--- config.mk ---
export PLATFORM = sky130hd
export DESIGN_NAME = tagged_bht
export DESIGN_NICKNAME = d
export VERILOG_FILES = /design/src/rtl/bht_pkg.sv /design/src/rtl/bht_datapath.sv /design/src/rtl/bht_ctrl.sv /design/src/rtl/tagged_bht.sv
export SDC_FILE = /design/constraint.sdc
export NUM_CORES = 1
export LEC_CHECK = 0
export BUFFER_PORTS_ARGS = -buffer_cell sky130_fd_sc_hd__buf_2
export CAP_MARGIN = 20
export CORE_AREA = 10 10 278 280
export DETAILED_ROUTE_END_ITERATION = 8
export DIE_AREA = 0 0 288 290
export HOLD_SLACK_MARGIN = 0.05
export SLEW_MARGIN = 20
export SYNTH_ARGS = -nofsm -noshare
export SYNTH_HDL_FRONTEND = slang
export SYNTH_SLANG_ARGS = --single-unit
--- constraint.sdc ---
create_clock -name clk -period 10 [get_ports clk]
set_clock_uncertainty 0.2 [all_clocks]
set_input_delay 1 -clock clk [delete_from_list [all_inputs] [get_ports clk]]
set_output_delay 1 -clock clk [all_outputs]
set_load 0.05 [all_outputs]
--- src/rtl/bht_pkg.sv ---
package bht_pkg;

  typedef enum logic [1:0] {
    CTR_SNT = 2'b00,
    CTR_WNT = 2'b01,
    CTR_WT  = 2'b10,
    CTR_ST  = 2'b11
  } ctr_e;

  // strobes from control to datapath
  typedef struct packed {
    logic wrEn;   // write the selected slot this cycle
    logic alloc;  // slot changes owner: restart counter
    logic incr;   // direction of counter step
  } bht_strb_t;

  function automatic ctr_e ctrStep(input ctr_e cur, input logic up);
    ctr_e nxt;
    nxt = cur;
    if (up) begin
      case (cur)
        CTR_SNT: nxt = CTR_WNT;
        CTR_WNT: nxt = CTR_WT;
        CTR_WT:  nxt = CTR_ST;
        default: nxt = CTR_ST;
      endcase
    end else begin
      case (cur)
        CTR_ST:  nxt = CTR_WT;
        CTR_WT:  nxt = CTR_WNT;
        CTR_WNT: nxt = CTR_SNT;
        default: nxt = CTR_SNT;
      endcase
    end
    return nxt;
  endfunction

endpackage

--- src/rtl/bht_datapath.sv ---
module bht_datapath
  import bht_pkg::*;
#(
  parameter int ADDR_W   = 32,
  parameter int IDX_BITS = 4
) (
  input  logic              clk,
  input  logic              rst,
  input  logic [ADDR_W-1:0] predAddr,
  input  logic [ADDR_W-1:0] updAddr,
  input  bht_strb_t         strb,
  output logic              predHit,
  output ctr_e              predCtr,
  output logic              updHit
);

  localparam int ENTRIES = 1 << IDX_BITS;
  localparam int IDX_W   = (IDX_BITS > 0) ? IDX_BITS : 1;

  logic [ADDR_W-1:0] tagQ   [ENTRIES];
  ctr_e              ctrQ   [ENTRIES];
  logic              validQ [ENTRIES];

  logic [IDX_W-1:0] predIdx;
  logic [IDX_W-1:0] updIdx;

  generate
    if (IDX_BITS == 0) begin : g_single
      assign predIdx = '0;
      assign updIdx  = '0;
    end else begin : g_multi
      assign predIdx = predAddr[IDX_W-1:0];
      assign updIdx  = updAddr[IDX_W-1:0];
    end
  endgenerate

  // lookup side
  always_comb begin
    predHit = validQ[predIdx] && (tagQ[predIdx] == predAddr);
    predCtr = ctrQ[predIdx];
  end

  // training side
  ctr_e baseCtr;
  ctr_e nextCtr;
  always_comb begin
    updHit  = validQ[updIdx] && (tagQ[updIdx] == updAddr);
    baseCtr = strb.alloc ? CTR_WNT : ctrQ[updIdx];
    nextCtr = ctrStep(baseCtr, strb.incr);
  end

  always_ff @(posedge clk) begin
    if (rst) begin
      for (int e = 0; e < ENTRIES; e++) begin
        validQ[e] <= 1'b0;
        ctrQ[e]   <= CTR_WNT;
        tagQ[e]   <= '0;
      end
    end else begin
      for (int e = 0; e < ENTRIES; e++) begin
        if (strb.wrEn && (updIdx == IDX_W'(e))) begin
          validQ[e] <= 1'b1;
          ctrQ[e]   <= nextCtr;
          tagQ[e]   <= updAddr;
        end
      end
    end
  end

endmodule

--- src/rtl/bht_ctrl.sv ---
module bht_ctrl
  import bht_pkg::*;
(
  input  logic      updValid,
  input  logic      updTaken,
  input  logic      updHit,
  input  logic      predHit,
  input  ctr_e      predCtr,
  output bht_strb_t strb,
  output logic      predTaken
);

  always_comb begin
    strb.wrEn  = updValid;
    strb.alloc = !updHit;
    strb.incr  = updTaken;
  end

  always_comb begin
    predTaken = 1'b0;
    if (predHit) begin
      case (predCtr)
        CTR_WT, CTR_ST: predTaken = 1'b1;
        default:        predTaken = 1'b0;
      endcase
    end
  end

endmodule

--- src/rtl/tagged_bht.sv ---
module tagged_bht
  import bht_pkg::*;
#(
  parameter int ADDR_W   = 32,
  parameter int IDX_BITS = 4
) (
  input  logic              clk,
  input  logic              rst,
  input  logic [ADDR_W-1:0] predAddr,
  output logic              predTaken,
  input  logic              updValid,
  input  logic [ADDR_W-1:0] updAddr,
  input  logic              updTaken
);

  bht_strb_t strb;
  logic      predHit;
  logic      updHit;
  ctr_e      predCtr;

  bht_datapath #(.ADDR_W(ADDR_W), .IDX_BITS(IDX_BITS)) dp_i (
    .clk(clk), .rst(rst), .predAddr(predAddr), .updAddr(updAddr),
    .strb(strb), .predHit(predHit), .predCtr(predCtr), .updHit(updHit)
  );

  bht_ctrl ctrl_i (
    .updValid(updValid), .updTaken(updTaken), .updHit(updHit),
    .predHit(predHit), .predCtr(predCtr), .strb(strb), .predTaken(predTaken)
  );

endmodule

After elaboration in Yosys (flattened, before gate mapping)
Memories as Yosys holds them, arrays and structs flattened.
Cells that the tools add are included.

word-level totals
  memories = 3
  input port bits = 68
  bits in latches = 0
  register bits = 0
  output and inout bits = 1
  word-level logic and storage cells = 198
  RAM bits = 560
  bits in read-only memories = 0

operators by class
  order comparisons = 0
  $mul = 0
  add/sub/neg operators = 0
  bitwise gates (word level) = 48
  reduce and logical (&&, ||, !) cells = 21
  muxes and demuxes = 104
  shifts and indexed selects = 0
  div/mod/pow operators = 0
  equal/unequal tests = 22

memory list
  name         words  bits a word  read ports  clocked after memory_dff  wr ports  line                RTL
  dp_i.tagQ    16     32           2           0                         16        bht_datapath.sv:20  logic [ADDR_W-1:0] tagQ [ENTRIES];
  dp_i.ctrQ    16     2            2           0                         16        bht_datapath.sv:21  ctr_e ctrQ [ENTRIES];
  dp_i.validQ  16     1            2           0                         16        bht_datapath.sv:22  logic validQ [ENTRIES];

operator list
  kind                  number
  $mux W32              16
  $mux W1               68
  $eq A32 B32 Y1        2
  $or A1 B1 Y1          48
  $mux W2               18
  $eq A4 B4 Y1 const B  8
  $logic_and A1 B1 Y1   18
  $eq A4 B3 Y1 const B  4
  $eq A2 B2 Y1 const B  4
  $eq A4 B2 Y1 const B  2
  $pmux W2 S2           2
  $eq A4 B1 Y1 const B  1
  $logic_not A4 Y1      1
  $eq A2 B1 Y1 const B  1
  $logic_not A2 Y1      1
  $reduce_or A2 Y1      1

Longest topological paths before layout
Gate-level depths: netlist (run 1).
An unclocked memory read counts as a cell.

  depth after elaboration = 8
  depth in mapped cells = 14
  gate-level depth less buffers = 9

Cells and area by module
From an unflattened synthesis (run 1), not the netlist that was laid out.

second synthesis, totals
  cell total of the unflattened synthesis = 1957
  area, all modules = 28780.1 um^2

modules (own cells, without submodules)
  module        seq. area each (um^2)  cells each  instances  area each (um^2)
  bht_datapath  16726.0                1953        1          28755.1
  bht_ctrl      0.0                    4           1          25.0

Worst setup path before layout (run 1)
OpenSTA, ideal clock, no wires.

  path kind = input to output
  from = input port predAddr[0]
  to = output port predTaken
  setup slack = 3278 ps
  arrival time = 5522 ps
  path buffers = 3
  cell stages on the path = 9
  cells stage by stage = buf_2 buf_2 buf_4 mux4_2 mux4_2 xor2_1 nor4_1 nand4_1 a2111oi_0

on the way
  longest elaborated chain between the ends = 5
  elaborated cells between the ends (all ways) = 10
  classes of those cells = eq/ne (3); mux (2); reduce/logical (2); memory (3)

RTL lines
  item                line              RTL
  start: declaration  tagged_bht.sv:9   input logic [ADDR_W-1:0] predAddr,
  $mem_v2 Z16 W2      -
  $eq A2 B2 Y1        bht_ctrl.sv:22    case (predCtr)
  $reduce_or A2 Y1    bht_ctrl.sv:22
  $mux W1             bht_ctrl.sv:22
  $mux W1 (*)         bht_ctrl.sv:21    if (predHit) begin
  end: declaration    tagged_bht.sv:10  output logic predTaken,

Mark *: on every way between the ends. The rest lies on a longest branch, timed or not.

Worst setup path after layout (run 1)
  from = input port predAddr[1]
  to = output port predTaken

The elaborated chain is that of the path after synthesis.

==> results of run 1 <==
-- metrics by stage --
step / utilization, % / hold slack [ns] / std cells / setup slack [ns]
6_report: 44.4 / 0.280 / 2885 / 2.98
5_1_grt: 44.4 / 0.298 / 2884 / 2.88
4_1_cts: 44.4 / 0.277 / 2884 / 3.04
3_5_place_dp: 41.7 / 0.268 / 2778 / 3.04
3_3_place_gp: 41.7 / 0.252 / 2778 / 3.19
2_1_floorplan: - / 0.236 / 1884 / 3.28
-- layer usage --
| metal | track usage [%] | up-vias | part of all wire [%] |
|---|---|---|---|
| li1 | - | 7325 | - |
| met1 | 30.1 | 9560 | 37 |
| met2 | 35.8 | 1212 | 47 |
| met3 | 5.32 | 266 | 11 |
| met4 | 9.94 | 6 | 4.8 |
| met5 | 0 | - | 0.045 |
-- cell type report --
type / instances / area share [%]
repair buffers: 107 / 2.10
inverters: 53 / 0.628
diodes: 1 / 0.00791
well taps: 950 / 3.75
clock inverters: 31 / 1.02
multi-input cells: 1108 / 34.7
flip-flops and latches: 560 / 52.8
clock buffers: 75 / 4.92
-- cell families after synthesis --
family	Yosys count	share of synthesized area [%]
AOI/OAI and AO/OA	139	3.45
xor gates and xnor gates	54	1.66
adders and majority gates	1	0.0352
buffers and inverters	216	3.52
DFF	560	58.8
muxes	357	24.3
other	1	0.0132
and+or+nand+nor	532	8.27
-- how the worst max path moves through the flow --
| stage | end | slack (ns) | cells after the start | start |
|---|---|---|---|---|
| 2_1_floorplan | predTaken | 3.28 | 9 | predAddr[0] |
| 6_report | predTaken | 2.98 | 10 | predAddr[1] |
| 4_1_cts | predTaken | 3.04 | 10 | predAddr[0] |
| 5_1_grt | predTaken | 2.88 | 11 | predAddr[0] |
| 3_3_place_gp | predTaken | 3.19 | 10 | predAddr[0] |
| 3_5_place_dp | predTaken | 3.04 | 10 | predAddr[0] |
-- cells in the mapped netlist, drive strengths merged, types with 12 or more instances --
master  count  area share, %
xor2       20           0.62
mux4      263             21
inv        51           0.67
buf        69            1.6
o21ai      19           0.33
nand4      15           0.33
nand3      12           0.21
clkbuf     94            1.2
xnor2      34            1.0
nand2      98            1.3
a21oi      23           0.42
nand2b     14           0.31
edfxtp    551             58
nor2b      15           0.33
nor4       19           0.65
nor2      323            4.3
a22oi      19           0.50
mux2i      84            3.0
-- layout by cell type (no fill, tap or decap), types with 10 or more instances in the layout --
cell type | Yosys | final
a211oi_1 | 10 | 10
a21oi_1 | 22 | 22
a22oi_1 | 19 | 19
buf_2 | 36 | 62
buf_4 | 15 | 42
clkbuf_1 | 94 | 14
clkbuf_16 | 0 | 59
clkinv_1 | 2 | 11
conb_1 | 1 | 25
edfxtp_1 | 551 | 551
inv_1 | 50 | 49
mux2_2 | 10 | 10
mux2i_1 | 84 | 84
mux4_1 | 10 | 10
mux4_2 | 253 | 253
nand2_1 | 98 | 84
nand2_2 | 0 | 10
nand2b_1 | 14 | 14
nand4_1 | 15 | 15
nor2_1 | 323 | 322
nor2b_1 | 15 | 14
nor4_1 | 10 | 10
o211ai_1 | 10 | 10
o21ai_0 | 19 | 14
xnor2_1 | 34 | 34
xor2_1 | 20 | 20
-- registers in the layout (all words and copies together) (netlist names) --
register,cells
dp_i.ctrQ,32
dp_i.tagQ,512
dp_i.validQ,16
-- power breakdown --
part	internal, mW	total (mW)	switching [mW]
clock network	1.23	2.17	0.940
logic	0.314	0.787	0.473
registers	2.76	2.84	0.0860
-- worst max-delay path, stage by stage --
cell and delay [ns]:
buf_4 0.66, buf_4 0.77, mux4_2 0.41, mux4_2 0.48
xor2_1 0.18, nor4_1 0.76, nand4_1 0.40, a2111oi_0 0.63
buf_4 0.21, buf_2 0.26
==> results.yml, run 1 <==
status:
  status: "complete, no violations"
sta:
  fmax_mhz: 142
  slew_violations: 0
  finalSetupViolations: 0
  relSlewSlack_pct: 18.0
  setup-tns-final_ns: 0
  hold_viol_final: 0
  final.min_clock_period_ns: 7.02
  layout_worst_path_cycle_share_pct: 70.2
  rsz0062_at_grt: "no"
  worst_pin_slew_ns: 1.23
synthesis:
  yosys_register_bits: 560
  synth_cells: 1860
  ys_seq_area_share_pct: 58.8
  async_flop_share_pct: 0
  synth_edf_count: 551
  netlist-cell-type-count: 74
  ys_warn_count: 0
  syn_avg_cell_area_um2: 15.3
  synth_area_um2: 28500
  synth_flop_cell: "edfxtp_1"
clock_tree:
  cts_setup_buffers: 0
  tritoncts: "built"
  clk-insertion-delay-late_ns: 0.64
  cts-root-buf: "clkbuf_16"
  cts.sinks: 560
  hold_buffers: 0
  cts-buffers-inserted: 59
  cts_resized: 0
  clk_path_buf_depth: 3
  path_clk_slew_ns: 0.07
  cts_htree_levels: 2
floorplanning:
  start_util_pct: 39.9
  dieArea_um2: 83500
  rows: 98
  ioPinCount: 69
  fp.coreArea_um2: 71400
  die_w_um: 288
  die_y_um: 290
worst_setup_path:
  critPathArrivalTime_ns: 5.82
  worst-setup-path-type: "in2out"
  cp-start-kind: "input port"
  cp-end-kind: "output pin"
  reg2reg_from: "dp_i.tagQ[6][30]$_SDFFCE_PN0P_"
  worstRegToRegCells: 9
  cp_max_fo: 46
  r2r_end: "dp_i.ctrQ[12][1]$_DFFE_PP_"
  required_ns: 8.80
  r2r_slack_ns: 5.93
grt:
  grt.total_usage_pct: 22.9
  grt_first_pass_wirelength_um: 138000
  grt_overflow: 0
  grt_max_degree: 70
  grt_pass1_vias: 18400
  antenna_found_initial: 4
placement:
  io_buffers: 68
  dp_hpwl_um: 57700
  place_area_um2: 29800
  place_congestion: 0.893
worst_hold_path:
  hp-class: "reg2reg"
  min_to: "dp_i.validQ[5]$_DFF_P_"
  hold_path_startpoint: "dp_i.validQ[5]$_DFF_P_"
  holdPathStages: 2
final_layout:
  nFillCells: 6292
  ff_latch_area_um2: 16700
  design_area_um2: 31700
  nets: 1957
  area_growth_pct: 11.2
  multiInputGateArea_um2: 11000
  drive_above_1_share_pct: 26.0
power:
  finalPower_mw: 5.80
  power.density_nw_per_um2: 183
  p_leak_nw: 10.6
  ir_drop_mv: 0.151
flow_run:
  cap_viol_max_count: 0
route:
  wl_per_cell_um: 33.6
  drt_first_pass_iters: 5
  drc_errors: 0
  via_per_inst: 6.37
  wirelength_um: 97000
  antenna_left: 0
  vias: 18400
  drt_iter0_drc: 2452
(Power assumes the default switching activity.)
==> run 2, diff against run 1 <==
Settings changed: ABC_AREA set to 1, CORE_AREA 10 10 278 280 to 10 10 285 287, DIE_AREA 0 0 288 290 to 0 0 295 297.
Clock period 10 ns to 6.2 ns, I/O delays scaled along.
==> results.yml, run 2 <==
status:
  status: "complete, no violations"
grt:
  grt_overflow: 0
  grt_max_degree: 137
  antenna_found_initial: 1
  grt_first_pass_wirelength_um: 166000
  grt.total_usage_pct: 25.2
  grt_pass1_vias: 25000
synthesis:
  synth_edf_count: 551
  synth_flop_cell: "edfxtp_1"
  yosys_register_bits: 560
  synth_top_cells_by_count: "nand2_1, nor2_1, edfxtp_1, o21ai_0, clkbuf_1"
  synth_top_family_by_area: "simple AND/OR/NAND/NOR gates"
  synthTopCellsByArea: "edfxtp_1, nand2_1, nor2_1"
  ys_seq_area_share_pct: 55.8
  async_flop_share_pct: 0
  synth_simple_gate_area_share_pct: 27.4
  synth_most_common_cell: "nand2_1"
  synth_cells: 3638
  netlist-cell-type-count: 36
  synth_top_area_share_pct: 55.2
  synthMuxAreaShare_pct: 0.0334
  synth_compound_area_share_pct: 10.4
  synth_xor_area_share_pct: 0.497
  synth_area_um2: 30000
  synth_top_cell_by_area: "edfxtp_1"
  ys_warn_count: 0
  syn_avg_cell_area_um2: 8.24
  synth_fa_ha_area_share_pct: 0
worst_setup_path:
  r2r_slack_ns: 2.84
  crit_top_cell: "nor2_1"
  cp_slowest_cell: "inv_6"
  critPathArrivalTime_ns: 4.08
  cp_slowest_stage_delay_ns: 0.50
  cp_max_fo: 73
  cp-end-kind: "output pin"
  cp-start-kind: "input port"
  crit_chain: "clkbuf_8 > inv_6 > buf_4 > buf_12 > nor2_1 > nor2_1 > o21ai_0 > o211ai_1 > o21ai_0 > o22ai_1 > o21ai_0 > nor2_1 > nand4_1 > nor2_1 > nand2_1 > nor2_1 > buf_2"
  required_ns: 5.38
  worst-setup-path-type: "in2out"
power:
  power.density_nw_per_um2: 279
  finalPower_mw: 9.22
  ir_drop_mv: 0.206
  p_leak_nw: 13.4
floorplanning:
  die_y_um: 297
  fp.coreArea_um2: 75400
  start_util_pct: 39.7
  ioPinCount: 69
  die_w_um: 295
  rows: 101
  dieArea_um2: 87600
sta:
  relSlewSlack_pct: 29.5
  hold_viol_final: 0
  worst_pin_slew_ns: 1.05
  layout_worst_path_cycle_share_pct: 79.0
  whs_ns: 0.250
  final.min_clock_period_ns: 4.90
  finalSetupViolations: 0
  setup-tns-final_ns: 0
  rsz0062_at_grt: "no"
  slew_violations: 0
  fin_ws_ns: 1.30
  fmax_mhz: 204
route:
  wirelength_um: 114000
  wl_per_cell_um: 24.4
  antenna_left: 0
  drt_iter0_drc: 3171
  vias: 26600
  drc_errors: 0
  drt_first_pass_iters: 9
  via_per_inst: 5.72
final_layout:
  multiInputGateArea_um2: 11700
  largest_reg_flops: 512
  final_cell_mix: "nand2_1, nor2_1, edfxtp_1, o21ai_0, inv_1"
  drive_above_1_share_pct: 7.05
  final_common_cell: "nand2_1"
  largest_register: "dp_i.tagQ"
  nFillCells: 7350
  ff_latch_area_um2: 16700
  area_growth_pct: 10.4
  antenna_cells: 0
  largest_registers: "dp_i.tagQ (512), dp_i.ctrQ (32), dp_i.validQ (16)"
  nets: 3691
clock_tree:
  cts_resized: 0
  hold_buffers: 0
  cts_htree_levels: 2
  cts_setup_buffers: 0
  tritoncts: "built"
  cts-buffers-inserted: 59
  cts.sinks: 560
  clk-insertion-delay-late_ns: 0.65
  path_clk_slew_ns: 0.06
  cts-root-buf: "clkbuf_16"
  clk_path_buf_depth: 3
placement:
  io_buffers: 68
  dp_hpwl_um: 66600
  place_congestion: 0.921
  pre_cts_ws_ns: 1.32
flow_run:
  cap_viol_max_count: 0
worst_hold_path:
  hp-class: "in2reg"
-- run 2: cell count changes after synthesis, sizes merged, moves of 39 or more --
| cell | before | now |
|---|---|---|
| clkbuf | 94 | 133 |
| inv | 51 | 126 |
| mux2i | 84 | 1 |
| mux4 | 263 | 0 |
| nand2 | 98 | 1338 |
| nand3 | 12 | 94 |
| nor2 | 323 | 675 |
| o21ai | 19 | 341 |
| o221ai | 0 | 46 |
| o22ai | 6 | 67 |
-- run 2: final timing paths --
check / depth (start not counted) / end / from
min reg2reg: 2 / dp_i.validQ[0]$_DFF_P_ / dp_i.validQ[0]$_DFF_P_
min: 3 / dp_i.tagQ[11][15]$_DFFE_PP_ / updAddr[15]
max: 17 / predTaken / predAddr[0]
max reg2reg: 16 / dp_i.ctrQ[15][1]$_DFFE_PP_ / dp_i.tagQ[7][13]$_SDFFCE_PN0P_
-- run 2: through the flow --
step                cells  utilization [%]  area (µm²)
CTS                  4650             43.9       33100
floorplan            3662                -       30100
global route         4650             43.9       33100
global placement     4540             41.6       31400
finish               4650             43.9       33100
detailed placement   4540             41.6       31400
-- run 2: cells by family after synthesis --
family	count (synthesis)
and+or+nand+nor	2125
DFF	560
AOI/OAI and AO/OA	544
buffers and inverters	390
xor gates and xnor gates	17
muxes	1
other	1
-- run 2: area by class of cell --
cell class / instances / area share, %
Clock inverter: 29 / 0.465
Inverter: 158 / 1.84
Tap cell: 978 / 3.70
Timing Repair Buffer: 132 / 3.30
Sequential cell: 560 / 50.5
Multi-Input combinational cell: 2712 / 35.3
Clock buffer: 81 / 4.83
-- run 2: power by group --
group	internal [mW]	total, mW	leakage (nW)	switching, mW
registers	4.45	4.57	5.39	0.124
logic	0.342	1.30	7.18	0.963
clock network	1.80	3.34	0.853	1.55
-- run 2: critical path, delay by kind of cell --
family | cells | cell delay [ns]
simple gates | 7 | 0.83
buf+inv | 5 | 1.66
compound gates | 5 | 0.73
-- run 2: metal layers --
metal | vias up | wire, µm | global-route usage [%]
met1 | 12500 | 43000 | 32.3
met3 | 348 | 13000 | 5.57
met2 | 1675 | 51900 | 40.1
met4 | 2 | 5740 | 12.0
met5 | - | 13 | 0
li1 | 12000 | - | -
